**config.mk**
```make
export PLATFORM = sky130hd
export DESIGN_NAME = pll_divider_search
export DESIGN_NICKNAME = d
export VERILOG_FILES = /design/src/rtl/pds_pkg.sv /design/src/rtl/pds_iter_div.sv /design/src/rtl/pds_window.sv /design/src/rtl/pds_judge.sv /design/src/rtl/pll_divider_search.sv
export SDC_FILE = /design/constraint.sdc
export NUM_CORES = 2
export LEC_CHECK = 0
export ABC_AREA = 1
export BUFFER_PORTS_ARGS = -buffer_cell sky130_fd_sc_hd__buf_2
export CAP_MARGIN = 5
export CORE_MARGIN = 8
export CORE_UTILIZATION = 30
export CTS_BUF_LIST = sky130_fd_sc_hd__clkbuf_8
export DETAILED_ROUTE_END_ITERATION = 7
export GPL_ROUTABILITY_DRIVEN = 0
export GPL_TIMING_DRIVEN = 0
export PLACE_DENSITY = 0.49
export SETUP_SLACK_MARGIN = 0.15
export SYNTH_ARGS = -nofsm -noshare
export SYNTH_HDL_FRONTEND = slang
export SYNTH_SLANG_ARGS = --single-unit
```
**constraint.sdc**
```tcl
create_clock -name clk -period 19.5 [get_ports clk]
set_clock_uncertainty 0.05 [all_clocks]
set_input_delay 0.975 -clock clk [delete_from_list [all_inputs] [get_ports clk]]
set_output_delay 0.975 -clock clk [all_outputs]
set_load 0.02 [all_outputs]
```
**src/rtl/pds_pkg.sv**
```systemverilog
package pds_pkg;

  // Phase-detector input frequency bounds in MHz
  localparam int unsigned PFD_LO_MHZ = 5;
  localparam int unsigned PFD_HI_MHZ = 40;

  // Feedback divider must stay strictly below this value
  localparam int unsigned FB_LIMIT = 512;

  // Flag bit set in the high feedback byte
  localparam logic [7:0] HI_FLAG = 8'h80;

  typedef enum logic [2:0] {
    ST_IDLE,
    ST_WIN,
    ST_SCAN,
    ST_SWAIT,
    ST_FWAIT,
    ST_AWAIT,
    ST_FIN
  } pds_state_e;

endpackage

```
**src/rtl/pds_iter_div.sv**
```systemverilog
// Bit-serial restoring divider: one quotient bit per clock.
module pds_iter_div #(
  parameter int N_W = 36,
  parameter int D_W = 12
) (
  input  logic           clk,
  input  logic           rst_n,
  input  logic           go,
  input  logic [N_W-1:0] dividend,
  input  logic [D_W-1:0] divisor,
  output logic           valid,
  output logic [N_W-1:0] quo,
  output logic [D_W-1:0] rem
);

  localparam int CNT_W = $clog2(N_W + 1);

  logic [N_W-1:0]   q_r;
  logic [D_W-1:0]   r_r;
  logic [D_W-1:0]   dv_r;
  logic [CNT_W-1:0] cnt_r;
  logic             run_r;
  logic             valid_r;

  logic [D_W:0]   shifted;
  logic [D_W:0]   diff;
  logic           ge;
  logic [D_W-1:0] r_nxt;
  logic [N_W-1:0] q_nxt;

  always_comb begin
    shifted = {r_r, q_r[N_W-1]};
    ge      = shifted >= {1'b0, dv_r};
    diff    = shifted - {1'b0, dv_r};
    r_nxt   = ge ? diff[D_W-1:0] : shifted[D_W-1:0];
    q_nxt   = {q_r[N_W-2:0], ge};
  end

  always_ff @(posedge clk or negedge rst_n) begin
    if (!rst_n) begin
      q_r     <= '0;
      r_r     <= '0;
      dv_r    <= '0;
      cnt_r   <= '0;
      run_r   <= 1'b0;
      valid_r <= 1'b0;
    end else if (go) begin
      q_r     <= dividend;
      r_r     <= '0;
      dv_r    <= divisor;
      cnt_r   <= CNT_W'(N_W);
      run_r   <= 1'b1;
      valid_r <= 1'b0;
    end else if (run_r) begin
      q_r   <= q_nxt;
      r_r   <= r_nxt;
      cnt_r <= cnt_r - CNT_W'(1);
      if (cnt_r == CNT_W'(1)) begin
        run_r   <= 1'b0;
        valid_r <= 1'b1;
      end
    end else begin
      valid_r <= 1'b0;
    end
  end

  assign valid = valid_r;
  assign quo   = q_r;
  assign rem   = r_r;

endmodule

```
**src/rtl/pds_window.sv**
```systemverilog
// Allowed pre-divider window for a given reference frequency.
module pds_window
  import pds_pkg::*;
#(
  parameter int FW = 12
) (
  input  logic [FW-1:0] ref_in,
  output logic [FW-1:0] pre_lo,
  output logic [FW-1:0] pre_hi,
  output logic          bad
);

  function automatic logic [FW-1:0] f_upper(input logic [FW-1:0] r);
    return r / FW'(PFD_LO_MHZ);
  endfunction

  function automatic logic [FW-1:0] f_lower(input logic [FW-1:0] r);
    if (r >= FW'(PFD_HI_MHZ)) return r / FW'(PFD_HI_MHZ) + FW'(1);
    return FW'(1);
  endfunction

  always_comb begin
    pre_hi = f_upper(ref_in);
    pre_lo = f_lower(ref_in);
    bad    = pre_hi < pre_lo;
  end

endmodule

```
**src/rtl/pds_judge.sv**
```systemverilog
// Decides whether a candidate beats the best so far.
module pds_judge
  import pds_pkg::*;
#(
  parameter int FW = 12,
  parameter int NW = 36
) (
  input  logic [FW-1:0] cand_rem,
  input  logic [NW-1:0] cand_quo,
  input  logic [FW-1:0] best_rem,
  output logic          take
);

  always_comb begin
    take = (cand_rem < best_rem) && (cand_quo < NW'(FB_LIMIT));
  end

endmodule

```
**src/rtl/pll_divider_search.sv**
```systemverilog
module pll_divider_search
  import pds_pkg::*;
#(
  parameter int FW = 12
) (
  input  logic            clk,
  input  logic            rst_n,
  input  logic            start,
  input  logic [FW-1:0]   ref_mhz,
  input  logic [FW-1:0]   target_mhz,
  output logic            busy,
  output logic            done,
  output logic            err,
  output logic [FW-1:0]   prediv_val,
  output logic [2*FW-1:0] fbdiv_val,
  output logic [3*FW-1:0] achieved_mhz,
  output logic [7:0]      prediv_code,
  output logic [7:0]      fb_lo_code,
  output logic [7:0]      fb_hi_code
);

  localparam int PW = 2 * FW;
  localparam int NW = 3 * FW;

  function automatic logic [7:0] f_pre_code(input logic [FW-1:0] p);
    logic [FW-1:0] t;
    t = p - FW'(1);
    return 8'(t);
  endfunction

  function automatic logic [7:0] f_lo_code(input logic [PW-1:0] f);
    logic [PW-1:0] t;
    t = f - PW'(1);
    return {3'b000, 5'(t)};
  endfunction

  function automatic logic [7:0] f_hi_code(input logic [PW-1:0] f);
    logic [PW-1:0] t;
    t = f - PW'(1);
    return 8'(t >> 5) | HI_FLAG;
  endfunction

  pds_state_e    st_q;
  logic [FW-1:0] ref_q, tgt_q;
  logic [FW-1:0] idx_q, end_q, best_q, pre_q;
  logic [PW-1:0] fb_q;
  logic [NW-1:0] ach_q;
  logic          err_q, done_q;
  logic [7:0]    pc_q, lo_q, hi_q;
  logic          go_q;
  logic [NW-1:0] dvd_q;
  logic [FW-1:0] dvs_q;

  logic [FW-1:0] win_lo, win_hi;
  logic          win_bad;
  logic          dv_valid;
  logic [NW-1:0] dv_quo;
  logic [FW-1:0] dv_rem;
  logic          take_w;

  // Named event: a candidate replaces the best so far
  logic          scan_take;

  pds_window #(.FW(FW)) i_window (
    .ref_in (ref_q),
    .pre_lo (win_lo),
    .pre_hi (win_hi),
    .bad    (win_bad)
  );

  pds_iter_div #(.N_W(NW), .D_W(FW)) i_div (
    .clk      (clk),
    .rst_n    (rst_n),
    .go       (go_q),
    .dividend (dvd_q),
    .divisor  (dvs_q),
    .valid    (dv_valid),
    .quo      (dv_quo),
    .rem      (dv_rem)
  );

  pds_judge #(.FW(FW), .NW(NW)) i_judge (
    .cand_rem (dv_rem),
    .cand_quo (dv_quo),
    .best_rem (best_q),
    .take     (take_w)
  );

  assign scan_take = (st_q == ST_SWAIT) && dv_valid && take_w;

  always_ff @(posedge clk or negedge rst_n) begin
    if (!rst_n) begin
      st_q   <= ST_IDLE;
      ref_q  <= '0;
      tgt_q  <= '0;
      idx_q  <= '0;
      end_q  <= '0;
      best_q <= '0;
      pre_q  <= '0;
      fb_q   <= '0;
      ach_q  <= '0;
      err_q  <= 1'b0;
      done_q <= 1'b0;
      pc_q   <= '0;
      lo_q   <= '0;
      hi_q   <= '0;
      go_q   <= 1'b0;
      dvd_q  <= '0;
      dvs_q  <= '0;
    end else begin
      go_q <= 1'b0;
      case (st_q)
        ST_IDLE: begin
          if (start) begin
            ref_q  <= ref_mhz;
            tgt_q  <= target_mhz;
            done_q <= 1'b0;
            err_q  <= 1'b0;
            st_q   <= ST_WIN;
          end
        end
        ST_WIN: begin
          if (win_bad) begin
            err_q <= 1'b1;
            pre_q <= '0;
            fb_q  <= '0;
            ach_q <= '0;
            st_q  <= ST_FIN;
          end else begin
            idx_q  <= win_lo;
            end_q  <= win_hi;
            best_q <= ref_q;
            pre_q  <= FW'(1);
            st_q   <= ST_SCAN;
          end
        end
        ST_SCAN: begin
          go_q  <= 1'b1;
          dvs_q <= ref_q;
          if (idx_q < end_q) begin
            dvd_q <= NW'(tgt_q) * NW'(idx_q);
            st_q  <= ST_SWAIT;
          end else begin
            dvd_q <= NW'(tgt_q) * NW'(pre_q);
            st_q  <= ST_FWAIT;
          end
        end
        ST_SWAIT: begin
          if (dv_valid) begin
            if (take_w) begin
              best_q <= dv_rem;
              pre_q  <= idx_q;
            end
            idx_q <= idx_q + FW'(1);
            st_q  <= ST_SCAN;
          end
        end
        ST_FWAIT: begin
          if (dv_valid) begin
            fb_q  <= PW'(dv_quo);
            go_q  <= 1'b1;
            dvd_q <= NW'(ref_q) * NW'(PW'(dv_quo));
            dvs_q <= pre_q;
            st_q  <= ST_AWAIT;
          end
        end
        ST_AWAIT: begin
          if (dv_valid) begin
            ach_q <= dv_quo;
            st_q  <= ST_FIN;
          end
        end
        ST_FIN: begin
          if (err_q) begin
            pc_q <= '0;
            lo_q <= '0;
            hi_q <= '0;
          end else begin
            pc_q <= f_pre_code(pre_q);
            lo_q <= f_lo_code(fb_q);
            hi_q <= f_hi_code(fb_q);
          end
          done_q <= 1'b1;
          st_q   <= ST_IDLE;
        end
        default: st_q <= ST_IDLE;
      endcase
    end
  end

  assign busy         = (st_q != ST_IDLE);
  assign done         = done_q;
  assign err          = err_q;
  assign prediv_val   = pre_q;
  assign fbdiv_val    = fb_q;
  assign achieved_mhz = ach_q;
  assign prediv_code  = pc_q;
  assign fb_lo_code   = lo_q;
  assign fb_hi_code   = hi_q;

endmodule

```
; ---- Yosys cells after proc, flatten, opt, wreduce, memory -nomap -nowiden
; Index checks and enable logic that the tools add are counted.
[word_totals]
reg_bits = 278
latchBits = 0
ramBits = 0
romBits = 0
input_bits = 27
output_inout_bits = 99
elab_cells = 131
mem_count = 0
[op_classes]
add_sub_neg = 6
multipliers = 3
n_div = 2
magnitude_cmp = 6
n_eq_ne = 15
shifts = 0
mux = 54
bitwise_logic = 1
reduce_logical = 21
[op_table]
columns = operator, count
row1 = 36-bit two-way mux, 5
row2 = 12-bit two-way mux, 13
row3 = 36-bit case mux with 2 select lines, 2
row4 = 12-bit case mux with 2 select lines, 4
row5 = 24-bit two-way mux, 3
row6 = 12-bit by 12-bit multiplier with 24-bit output, 2
row7 = 24-bit case mux with 2 select lines, 1
row8 = 12-bit less-than comparator, 3
row9 = 36-bit by 10-bit less-than comparator with 1-bit output (second input constant), 1
row10 = 12-bit by 24-bit multiplier with 36-bit output, 1
row11 = 12-bit by 1-bit adder with 12-bit output (second input constant), 2
row12 = 3-bit two-way mux, 6
row13 = 3-bit case mux with 6 select lines, 1
row14 = 8-bit two-way mux, 2
row15 = 3-bit AND reduction, 5
row16 = 2-bit nonzero test, 7
row17 = 13-bit by 12-bit >= comparator with 1-bit output, 1
row18 = 12-bit by 3-bit divider with 12-bit output (second input constant), 1
row19 = 12-bit by 6-bit divider with 12-bit output (second input constant), 1
row20 = 12-bit by 6-bit >= comparator with 1-bit output (second input constant), 1
row21 = 6-bit two-way mux, 2
row22 = 12-bit by 1-bit subtractor with 12-bit output (second input constant), 1
row23 = 12-bit subtractor, 1
row24 = 1-bit two-way mux, 11
row25 = other kinds (17), 31

; ---- Depth between registers and ports, before layout
[depth]
depth_word = 7
mapped_depth = 48
ltp_nobuf = 46

; ---- Hierarchy
; A second synthesis with hierarchy kept.
[unflattened]
hier_cells = 4728
hier_area_um2 = 34675.8
[by_module_without_submodules]
columns = module, instances, cells_per_inst, area_each_um2, seq_area_each_um2
row1 = pll_divider_search, 1, 3947, 29163.0, 5180.0
row2 = pds_iter_div, 1, 492, 3893.7, 1701.6
row3 = pds_window, 1, 209, 1209.9, 0.0
row4 = pds_judge, 1, 80, 409.1, 0.0

; ---- Least setup slack after synthesis
; Ideal clock, no wire load.
[synth_timing]
kind = register to register
start = register ref_q[4]
end = register dvd_q[34]
setup_time_ps = 126
arrival_ps = 6338
t_required_ps = 19324
setup_slack_ps = 12986
stages_incl_launch_ff = 38
path_buffers = 2
synth_period_minus_slack_ps = 6514
cell_sequence = dfrtp_1 clkbuf_1 buf_1 nand2_1 fa_1 inv_1 ha_1 fa_1 inv_1 fa_1 fa_1 inv_1 ha_1 inv_1 o31ai_1 nand3_1 nand2_1 nand2_1 [... 2 more ...] o21ai_0 a31oi_1 o21bai_1 nand2_1 nand2_1 a21oi_1 o221ai_1 nand2_1 o21ai_0 nand3_1 nand2_1 nand3_1 nand2_1 nand2_1 nand2_1 a21oi_1 o21ai_0 o21ai_0
[synth_via]
elab_chain_cells = 3
[synth_lines]
columns = element, line_no
row1 = from (decl), pll_divider_search.sv:44  ; logic [FW-1:0] ref_q, tgt_q;
row2 = from (signal assigned), pll_divider_search.sv:115  ; ref_q <= ref_mhz;
row3 = 12-bit by 24-bit multiplier with 36-bit output, pll_divider_search.sv:162  ; dvd_q <= NW'(ref_q) * NW'(PW'(dv_quo));
row4 = 36-bit two-way mux, pll_divider_search.sv:159  ; if (dv_valid) begin
row5 = 36-bit case mux with 2 select lines, pll_divider_search.sv:112  ; case (st_q)
row6 = to (signal assigned), pll_divider_search.sv:141  ; dvd_q <= NW'(tgt_q) * NW'(idx_q);
row7 = to (signal assigned), pll_divider_search.sv:144  ; dvd_q <= NW'(tgt_q) * NW'(pre_q);
row8 = to (signal assigned), pll_divider_search.sv:162
row9 = to (decl), pll_divider_search.sv:51  ; logic [NW-1:0] dvd_q;
; Every way passes these cells. The select of a mux whose other input is x is not followed.
; A chain may end at the register's enable or synchronous reset.

; ---- Worst setup path in the final report
[layout_timing]
start = register ref_q[4]
end = register dvd_q[35]
; Same word-level chain as after synthesis.

==> flow_summary.json <==
{
  "slew_viol_final": 0,
  "min_period_ps": 8460,
  "ys_ff_latch": 273,
  "core-area_um2": 105000,
  "grt_pass1_wl_mm": 167,
  "layout.nets": 4914,
  "hp-class": "in2async",
  "max_stage_delay_ps": 670,
  "wl_mm": 107,
  "pre_cts_ws_ps": 11180,
  "fmax_ghz": 0.118,
  "ctsHtreeMaxLevel": 2,
  "viasPerCell": 4.75,
  "worst-r2r-setup-slack_ps": 11040,
  "cts.sinks": 273,
  "finalHoldViolCount": 0,
  "yosys_warnings": 0,
  "syn_area_um2": 31800,
  "outcome": "completed",
  "ctsHoldBuffers": 0,
  "grt_max_degree": 103,
  "synth_top_area_share": 0.265,
  "tns_ps": 0,
  "synth_cell_types": 50,
  "crit_required_ps": 20030,
  "post-route-util": 0.336,
  "tightestPinTransition_ps": 1190,
  "period_share": 0.434,
  "worst-path-max-fanout": 10,
  "root_buffer": "clkbuf_8",
  "initial_core_util": 0.302,
  "cts_resized": 0,
  "synth-edff-count": 0,
  "rsz0062_at_grt": "no",
  "drive_gt1_frac": 0.0664,
  "clock_latency_ps": 700,
  "synth_cells": 4041,
  "crit_arrival_ps": 8990,
  "postRouteAntennaNets": 0,
  "crit_slowest_cell": "o21ai_0",
  "fp.dieArea_um2": 117000,
  "crit_buf_inv": 13,
  "worst_slack_ps": 11040,
  "cp_top_family": "compound AO/OA/AOI/OAI gates",
  "setup_viol_count_final": 0,
  "synthFlopType": "dfrtp_1",
  "die-width_um": 342,
  "clk_pin_slew_ps": 60,
  "criticalPathCategory": "reg2reg",
  "first_pass_iters": 5,
  "clk_path_buf_depth": 3,
  "vias": 26800,
  "grt_pass1_vias": 27500,
  "post-cts-setup-buffers": 0,
  "dieHeight_um": 342,
  "cpMostUsedCell": "inv_1",
  "wl_per_cell_um": 18.9,
  "synth_top_cell_by_area": "fa_1",
  "cts_made_buffers": 53,
  "maxCapViolCount": 0,
  "cts_tree": "built",
  "antenna_found_initial": 3,
  "grt_use_total": 0.183,
  "synth-seq-area-share": 0.215,
  "grt-ovfl-total": 0,
  "cp-start-kind": "flip-flop",
  "drt-initial-drc-count": 1875,
  "timing.hold.ws_ps": 189,
  "end_kind": "flip-flop",
  "relSlewSlack": 0.204,
  "synth_area_leaders": "fa_1 (27%), dfrtp_1 (21%), nand2_1 (14%)",
  "port-buffer-count": 122,
  "area_growth_syn_to_layout_pct": 11.1,
  "async_reset_ff_frac": 1.00,
  "avgSynthCellArea_um2": 7.87,
  "hpwlAfterDp_mm": 86.1,
  "rows": 119,
  "drc": 0,
  "pin_count": 126
}
==> worst register-to-register path: cells and delay by family (launching register included) <==
family,cells,cell delay [ps]
and+or+nand+nor,13,1110
AOI/OAI and AO/OA,12,2500
buffers and inverters,13,1980
adders and majority gates,6,2260
DFF,1,410
==> final timing paths <==
path                       cells after the start      start          endpoint
max                                           44   ref_q[4]         dvd_q[35]
min                                            1      rst_n  achieved_mhz[13]
max reg2reg                                   44   ref_q[4]         dvd_q[35]
min reg2reg                                    2  best_q[5]         best_q[5]
max in group asynchronous                      3      rst_n              done
min in group clk                               2  best_q[5]         best_q[5]
==> per-stage QoR <==
step | area [µm²] | std cells
after CTS | 35300 | 5652
after global routing | 35300 | 5653
after floorplan | 31800 | 4043
after detailed placement | 34200 | 5559
after global placement | 34200 | 5556
final | 35300 | 5653
==> synth_stat cells, drive strengths merged, types with 3 or more instances <==
| master | n |
|---|---|
| o2111ai | 3 |
| a32o | 7 |
| a31oi | 24 |
| o21bai | 7 |
| nor4 | 9 |
| clkinv | 3 |
| dfrtp | 273 |
| or2 | 4 |
| o31ai | 3 |
| o22ai | 10 |
| o211ai | 19 |
| ha | 243 |
| o21ai | 172 |
| clkbuf | 181 |
| nand2 | 1182 |
| xnor2 | 27 |
| inv | 797 |
| fa | 421 |
| a21o | 4 |
| o221ai | 29 |
| nand3 | 212 |
| a21oi | 125 |
| nand4 | 46 |
| xor2 | 31 |
| nor2 | 139 |
| buf | 41 |
| nor3 | 13 |
| a211oi | 4 |
==> layer usage <==
layer / vias up / track usage / wire, µm
met2: 663 / 0.297 / 48600
met3: 150 / 0.0243 / 5380
li1: 12700 / - / -
met4: 0 / 0.0488 / 2960
met5: - / 0 / 0
met1: 13300 / 0.257 / 49800
==> cell type report <==
| class | instances | area, µm² |
|---|---|---|
| Multi-Input combinational cell | 2748 | 21100 |
| Buffer | 222 | 906 |
| Clock buffer | 63 | 867 |
| Sequential cell | 273 | 6830 |
| Tap cell | 1391 | 1740 |
| Timing Repair Buffer | 125 | 681 |
| Antenna cell | 1 | 2.50 |
| Inverter | 800 | 3010 |
| Clock inverter | 30 | 225 |
| Fill cell | 11300 | 69900 |
==> logic make-up (layout without fill, tap and decap cells) <==
kind of cell    Yosys count  count (layout)  share of synthesized area
mux                       1               1                   0.000315
flops                   273             273                      0.215
other cells               2               5                   0.000236
fa+ha+maj               664             664                      0.361
xor+xnor                 58              58                     0.0160
buf+inv                1022            1240                      0.123
compound gates          414             414                     0.0756
simple gates           1607            1607                      0.209
==> layout by cell type (no fill, tap or decap), drive strengths merged, types with 29 or more instances in the layout <==
cell type / Yosys / final
nand2: 1182 / 1182
inv: 797 / 813
fa: 421 / 421
dfrtp: 273 / 273
clkbuf: 181 / 244
ha: 243 / 243
nand3: 212 / 212
o21ai: 172 / 172
buf: 41 / 166
nor2: 139 / 139
a21oi: 125 / 125
nand4: 46 / 46
xor2: 31 / 31
o221ai: 29 / 29
==> sequential cells by signal, summed over array words and instances, names as in the netlist, 24 cells and up <==
name	cells
dvd_q	36
i_div.quo	36
achieved_mhz	36
fbdiv_val	24
Power is not shown: default switching activity piles up to over one toggle a cycle in this logic, so the estimate is an artifact.
